`config.mk`:
```
export PLATFORM = sky130hd
export DESIGN_NAME = sram_bridge
export DESIGN_NICKNAME = d
export VERILOG_FILES = /design/src/rtl/sram_bridge_pkg.sv /design/src/rtl/sram_bridge_ctrl.sv /design/src/rtl/sram_bridge_dp.sv /design/src/rtl/sram_bridge.sv
export SDC_FILE = /design/constraint.sdc
export NUM_CORES = 1
export LEC_CHECK = 0
export BUFFER_PORTS_ARGS = -buffer_cell sky130_fd_sc_hd__clkbuf_2
export CORE_MARGIN = 10
export CORE_UTILIZATION = 48
export CTS_BUF_LIST = sky130_fd_sc_hd__clkbuf_4 sky130_fd_sc_hd__clkbuf_8
export DETAILED_ROUTE_END_ITERATION = 8
export PLACE_DENSITY = 0.91
export SYNTH_ARGS = -nofsm -noshare
export SYNTH_HDL_FRONTEND = slang
export SYNTH_HIERARCHICAL = 1
export SYNTH_SLANG_ARGS = --single-unit
export TNS_END_PERCENT = 30
```
`constraint.sdc`:
```
create_clock -name clk -period 2.42 [get_ports clk]
set_input_delay 0.363 -clock clk [delete_from_list [all_inputs] [get_ports clk]]
set_output_delay 0.363 -clock clk [all_outputs]
set_load 0.01 [all_outputs]
```
`src/rtl/sram_bridge_pkg.sv`:
```
package sram_bridge_pkg;
  localparam int LANES  = 2;
  localparam int LANE_W = 8;
  localparam int DATA_W = LANES * LANE_W;

  typedef enum logic [2:0] {
    ST_IDLE, ST_SETUP, ST_STROBE, ST_HOLD, ST_ACCESS, ST_FINISH
  } bridgeState_t;

  typedef struct packed {
    logic load;     // latch request into datapath
    logic select;   // memory chip selected
    logic weLow;    // write strobe active
    logic oeLow;    // output enable active
    logic drive;    // bridge owns the data bus
    logic capture;  // sample read data
  } ctlStrobe_t;
endpackage

```
`src/rtl/sram_bridge_ctrl.sv`:
```
module sram_bridge_ctrl
  import sram_bridge_pkg::*;
#(
  parameter int WAIT_CYC = 14
) (
  input  logic             clk,
  input  logic             rstN,
  input  logic             reqValid,
  input  logic             reqWrite,
  input  logic [LANES-1:0] reqLanes,
  output logic             reqReady,
  output logic             doneValid,
  output ctlStrobe_t       ctl
);
  localparam int CNT_W = $clog2(WAIT_CYC + 1);
  localparam logic [CNT_W-1:0] LAST = CNT_W'(WAIT_CYC - 1);

  bridgeState_t state;
  logic [CNT_W-1:0] cnt;
  logic lastWait;

  assign lastWait = (cnt == LAST);

  always_ff @(posedge clk or negedge rstN) begin
    if (!rstN) begin
      state <= ST_IDLE;
      cnt   <= '0;
    end else begin
      case (state)
        ST_IDLE: begin
          cnt <= '0;
          if (reqValid) begin
            if (reqLanes == '0) state <= ST_FINISH;
            else if (reqWrite)  state <= ST_SETUP;
            else                state <= ST_ACCESS;
          end
        end
        ST_SETUP: state <= ST_STROBE;
        ST_STROBE, ST_ACCESS: begin
          if (lastWait) begin
            cnt   <= '0;
            state <= (state == ST_STROBE) ? ST_HOLD : ST_FINISH;
          end else begin
            cnt <= cnt + 1'b1;
          end
        end
        ST_HOLD:   state <= ST_FINISH;
        default:   state <= ST_IDLE;
      endcase
    end
  end

  always_comb begin
    reqReady    = (state == ST_IDLE);
    doneValid   = (state == ST_FINISH);
    ctl.load    = reqReady && reqValid;
    ctl.drive   = (state == ST_SETUP) || (state == ST_STROBE) || (state == ST_HOLD);
    ctl.select  = ctl.drive || (state == ST_ACCESS);
    ctl.weLow   = (state == ST_STROBE);
    ctl.oeLow   = (state == ST_ACCESS);
    ctl.capture = (state == ST_ACCESS) && lastWait;
  end
endmodule

```
`src/rtl/sram_bridge_dp.sv`:
```
module sram_bridge_dp
  import sram_bridge_pkg::*;
#(
  parameter int ADDR_W = 19
) (
  input  logic              clk,
  input  logic              rstN,
  input  ctlStrobe_t        ctl,
  input  logic [ADDR_W-1:0] reqAddr,
  input  logic [DATA_W-1:0] reqWdata,
  input  logic [LANES-1:0]  reqLanes,
  input  logic [DATA_W-1:0] memDqIn,
  output logic [ADDR_W-1:0] memAddr,
  output logic [DATA_W-1:0] memDqOut,
  output logic [LANES-1:0]  laneEnN,
  output logic [DATA_W-1:0] doneRdata
);
  logic [ADDR_W-1:0] addrQ;
  logic [DATA_W-1:0] wdataQ;
  logic [LANES-1:0]  lanesQ;

  always_ff @(posedge clk or negedge rstN) begin
    if (!rstN) begin
      addrQ  <= '0;
      wdataQ <= '0;
      lanesQ <= '0;
    end else if (ctl.load) begin
      addrQ  <= reqAddr;
      wdataQ <= reqWdata;
      lanesQ <= reqLanes;
    end
  end

  for (genvar g = 0; g < LANES; g++) begin : g_lane
    always_ff @(posedge clk or negedge rstN) begin
      if (!rstN)
        doneRdata[g*LANE_W +: LANE_W] <= '0;
      else if (ctl.load)
        doneRdata[g*LANE_W +: LANE_W] <= '0;
      else if (ctl.capture)
        doneRdata[g*LANE_W +: LANE_W] <= lanesQ[g] ? memDqIn[g*LANE_W +: LANE_W] : '0;
    end
    assign laneEnN[g] = ~(ctl.select & lanesQ[g]);
  end

  assign memAddr  = addrQ;
  assign memDqOut = wdataQ;
endmodule

```
`src/rtl/sram_bridge.sv`:
```
module sram_bridge
  import sram_bridge_pkg::*;
#(
  parameter int ADDR_W    = 19,
  parameter int ACCESS_NS = 70,
  parameter int CLK_NS    = 5
) (
  input  logic              clk,
  input  logic              rstN,
  input  logic              reqValid,
  output logic              reqReady,
  input  logic              reqWrite,
  input  logic [ADDR_W-1:0] reqAddr,
  input  logic [15:0]       reqWdata,
  input  logic [1:0]        reqLanes,
  output logic              doneValid,
  output logic [15:0]       doneRdata,
  output logic              memCe1N,
  output logic              memCe2,
  output logic              memWeN,
  output logic              memOeN,
  output logic              memUbN,
  output logic              memLbN,
  output logic [ADDR_W-1:0] memAddr,
  output logic [15:0]       memDqOut,
  output logic              memDqOe,
  input  logic [15:0]       memDqIn
);
  localparam int WAIT_CYC = (ACCESS_NS + CLK_NS - 1) / CLK_NS;

  ctlStrobe_t ctl;
  logic [LANES-1:0] laneEnN;

  sram_bridge_ctrl #(.WAIT_CYC(WAIT_CYC)) i_ctrl (
    .clk(clk), .rstN(rstN), .reqValid(reqValid), .reqWrite(reqWrite),
    .reqLanes(reqLanes), .reqReady(reqReady), .doneValid(doneValid), .ctl(ctl)
  );

  sram_bridge_dp #(.ADDR_W(ADDR_W)) i_dp (
    .clk(clk), .rstN(rstN), .ctl(ctl), .reqAddr(reqAddr), .reqWdata(reqWdata),
    .reqLanes(reqLanes), .memDqIn(memDqIn), .memAddr(memAddr),
    .memDqOut(memDqOut), .laneEnN(laneEnN), .doneRdata(doneRdata)
  );

  assign memCe1N = ~ctl.select;
  assign memCe2  = ctl.select;
  assign memWeN  = ~ctl.weLow;
  assign memOeN  = ~ctl.oeLow;
  assign memDqOe = ctl.drive;
  assign memLbN  = laneEnN[0];
  assign memUbN  = laneEnN[1];
endmodule

```
# Word-level counts from Yosys, hierarchy flattened

Index checks and enable logic that the tools add are counted.

Register bits: 60
Input bits: 57
Output and inout port bits: 60

Add/subtract/negate cells: 1
Equal/unequal tests: 8
Mux-type cells: 14
Bitwise operators: 7
Reduce and logical (&&, ||, !) cells: 11

Operator list:

| kind                                                                     | number |
|---|---|
| 8-bit 2-to-1 mux                                                         | 6 |
| 3-bit 2-to-1 mux                                                         | 5 |
| 3-bit case mux with 4 select lines                                       | 1 |
| 4-bit case mux with 2 select lines                                       | 1 |
| 3-bit by 2-bit equality test with 1-bit output (second input constant)   | 2 |
| 3-bit equality test (second input constant)                              | 2 |
| 1-bit inverter                                                           | 5 |
| 4-bit by 1-bit adder with 4-bit output (second input constant)           | 1 |
| 4-bit equality test (second input constant)                              | 1 |
| 4-bit 2-to-1 mux                                                         | 1 |
| 2-bit nonzero test                                                       | 2 |
| 3-bit by 1-bit equality test with 1-bit output (second input constant)   | 1 |
| 3-bit zero test                                                          | 1 |
| 1-bit logical OR                                                         | 3 |
| 1-bit AND                                                                | 2 |
| 1-bit logical AND                                                        | 2 |
| 2-bit zero test                                                          | 1 |
| 2-bit by 1-bit inequality test with 1-bit output (second input constant) | 1 |
| 2-bit inequality test (second input constant)                            | 1 |
| 2-bit AND reduction                                                      | 1 |
| 2-bit OR reduction                                                       | 1 |

# Logic depth before layout (Yosys ltp)

Word-level depth: 6
Gate-level depth with buffers: 8

# Hierarchy

Netlist, hierarchy kept.

Modules (own cells, without submodules):

| module           | instances | cells an instance | area each (um^2) |
|---|---|---|---|
| sram_bridge_dp   | 1         | 122               | 1,978.1 |
| sram_bridge_ctrl | 1         | 66                | 518.0 |
| sram_bridge      | 1         | 3                 | 11.3 |

# Least setup slack after synthesis

OpenSTA, ideal clock, no wires.

Kind: register to register
From: register i_ctrl.state[1]
To: register i_dp.addrQ[0], in the netlist i_dp/memAddr[0]
Arrival: 1,793 ps
Required time: 2,295 ps
Slack: 502 ps
Cell stages (with the launch flop): 7
Buffers on the path: 2
Period minus slack after synthesis: 1,918 ps
Path through: dfrtp_1 nor2_1 inv_1 nor3_1 buf_4 buf_4 mux2_2

RTL lines:

| element                | line                   | source |
|---|---|---|
| from (decl)            | sram_bridge_ctrl.sv:18 | `bridgeState_t state;` |
| from (signal assigned) | sram_bridge_ctrl.sv:42 | `state <= (state == ST_STROBE) ? ST_HOLD : ST_FINISH;` |
| to (signal assigned)   | sram_bridge_dp.sv:28   | `addrQ <= reqAddr;` |
| to (decl)              | sram_bridge_dp.sv:18   | `logic [ADDR_W-1:0] addrQ;` |

==> results.ini <==
[clock_tree]
postCtsSetupRepairBufs=0
cts_hold_buf=0
cts_resized=0
clkTransAtPathRegs_ns=0.06
cts_tree=yes
h-tree-depth=3
clkLatencyLatePin_ns=0.32
numCtsBuffers=9
cts-root-buf=clkbuf_8
clockBufferDepth=2
clock-sinks=60

[timing]
setup_viol=0
slew_viol_final=0
slew_headroom_pct=31.7
fin_crit_sh_pct=83.9
fin_crit_ns=2.03
rsz0062_at_grt=no
fin_setup_tns_ns=0
max_freq_mhz=492
finalClockSkew_ns=0.00559
hold_violations=0
worst_pin_slew_ns=1.02

[floorplan]
coreArea_um2=5070
ios=117
row_count=26
die_y_um=92.3
fp.dieW_um=92.3
die-area_um2=8510
initial_core_util_pct=49.4

[critical_path]
cp_top_family=simple AND/OR/NAND/NOR gates
crit_path_cell_trace=ha_1 > nand3_1 > nor2_1 > nor2_1 > a32o_1
arrival_ns=2.28
critPathKind=register to register
path_buf_inv=0
required_ns=2.67
regToRegSetupSlack_ns=0.39
path_common_cell=nor2_1
cp_max_fo=15
worstSetupStartpointType=register
worst_setup_path_end_kind=register
cp_slowest_cell=nor2_1
max_stage_delay_ns=0.77

[pwr]
p_per_area_nw_per_um2=1220
cellLeakagePower_uw=0.00173
ir_drop_v=0.000628

[layout]
design_area_um2=3370
fillers=405
multi_input_area_um2=915
n_antenna_cell=0
seq_area_um2=1500
drive_gt1_share_pct=56.0
nNetsFinal=372
area_delta_synth_final_pct=34.6

[grt]
grt_overflow_total=0
grt_antenna_before_repair=0
grt_max_degree=32
grt_util_all_layers_pct=15.4
grt_pass1_vias=2219
grt_pass1_wl_um=10600

[routing]
wl_per_cell_um=17.0
vias=1995
avgViaCountPerCell=5.17
ant_nets=0
drtIter0Drc=71
wl_um=6570
post-route-drc-count=0
dr.pass1.iters=4

[run_status]
status=finished clean

[min_path]
hold_path_class=input port to async pin

[place]
port_buffers=116
place_area_um2=3200
place.gp.congestion=0.800
dp_hpwl_um=5060

[yosys]
ys.flop_type=dfrtp_1
avgSynthCellArea_um2=13.1
synth_async_sr_flop_share_pct=100
ys_seq_area_share_pct=59.9
synth_edf_count=0
syn_area_um2=2510
ys_warn_count=6
syn_nets=250
syn_inst=191
ys_ff_latch=60
ys_types=31

[flow_run]
cap_violations=0

## stage by stage
step / std cells / total power [uW] / hold WS, ns / setup WS (ns) / util, %
floorplan: 191 / 2620 / 0.0674 / 0.502 / -
global placement: 372 / 3250 / 0.465 / 0.503 / 63.0
detailed placement: 372 / 3320 / 0.469 / 0.413 / 63.0
CTS: 386 / 4180 / 0.113 / 0.374 / 66.5
global route: 386 / 4400 / 0.139 / 0.229 / 66.5
finish: 386 / 4110 / 0.0994 / 0.389 / 66.5
## state kept, by name (all words and copies together), names as in the netlist
| name | cells |
|---|---|
| i_dp/memAddr | 19 |
| i_dp/doneRdata | 16 |
| i_dp/memDqOut | 16 |
| i_ctrl/cnt | 4 |
| i_ctrl/state | 3 |
| i_dp/lanesQ | 2 |
## cell usage in the layout, fill, tap and decap left out, types with 2 or more instances in the layout
cell type / n
a21o_1: 3
a21oi_1: 5
a221o_1: 2
a32o_1: 15
and2_1: 2
buf_12: 2
buf_4: 6
clkbuf_2: 116
clkbuf_4: 2
clkbuf_8: 9
clkinv_2: 2
dfrtp_1: 60
ha_1: 2
inv_1: 7
mux2_2: 35
nand2_1: 10
nand3_1: 3
nor2_1: 11
nor2b_1: 2
nor3_1: 2
o21ai_0: 3
o22ai_1: 2
xnor2_1: 3
## Yosys cell counts, drive strengths merged, types with 2 or more instances
library cell  instances  area (um2)
a32o                 15         150
a21o                  4        31.3
and2                  2        12.5
a21oi                 5        25.0
ha                    2        25.0
buf                  10        58.8
mux2                 35         394
clkbuf                3        11.3
nor3                  3        15.0
nor2b                 2        12.5
o22ai                 2        12.5
dfrtp                60        1500
nor2                 12        47.6
o21ai                 3        15.0
a221o                 2        20.0
nand3                 3        15.0
nand2                10        37.5
xnor2                 3        26.3
inv                   7        26.3
## layer usage
layer  vias to the layer above  global-route usage (%)  routed length, um  part of all wire (%)
li1                        937                       -                  -                     -
met1                       977                    15.8               2540                    39
met2                        70                    26.2               3340                    51
met3                        11                    6.52                565                   8.6
met4                         0                    8.23                122                   1.9
met5                         -                       0                  0                     0
## cells by family after synthesis
logic type	share of synthesized area [%]
mux	15.7
compound gates	11.9
fa+ha+maj	0.998
buf+inv	3.84
simple gates	6.64
xor+xnor	1.05
flops	59.9
## layout make-up
cell class / count / area share (%)
Inverter: 7 / 0.779
Multi-Input combinational cell: 111 / 27.1
Clock buffer: 11 / 4.12
Timing Repair Buffer: 124 / 19.7
Sequential cell: 60 / 44.5
Tap cell: 70 / 2.60
Clock inverter: 3 / 1.19
## worst paths after layout
kind / from / endpoint / cells after the start
max: i_ctrl/cnt[0] / i_dp/doneRdata[5] / 5
min: rstN / i_dp/memAddr[4] / 1
max reg2reg: i_ctrl/cnt[0] / i_dp/doneRdata[5] / 5
min reg2reg: i_dp/doneRdata[1] / i_dp/doneRdata[1] / 1
max in group asynchronous: rstN / i_dp/doneRdata[11] / 2
min in group clk: reqWdata[4] / i_dp/memDqOut[4] / 2
## where the power goes
group | total (uW) | internal (uW) | leakage, uW | switching [uW]
clock | 835 | 484 | 0.0000959 | 352
combinational | 1690 | 821 | 0.000883 | 866
sequential | 1590 | 1370 | 0.000750 | 222
total | 4110 | 2670 | 0.00173 | 1440
(Power assumes the default switching activity.)
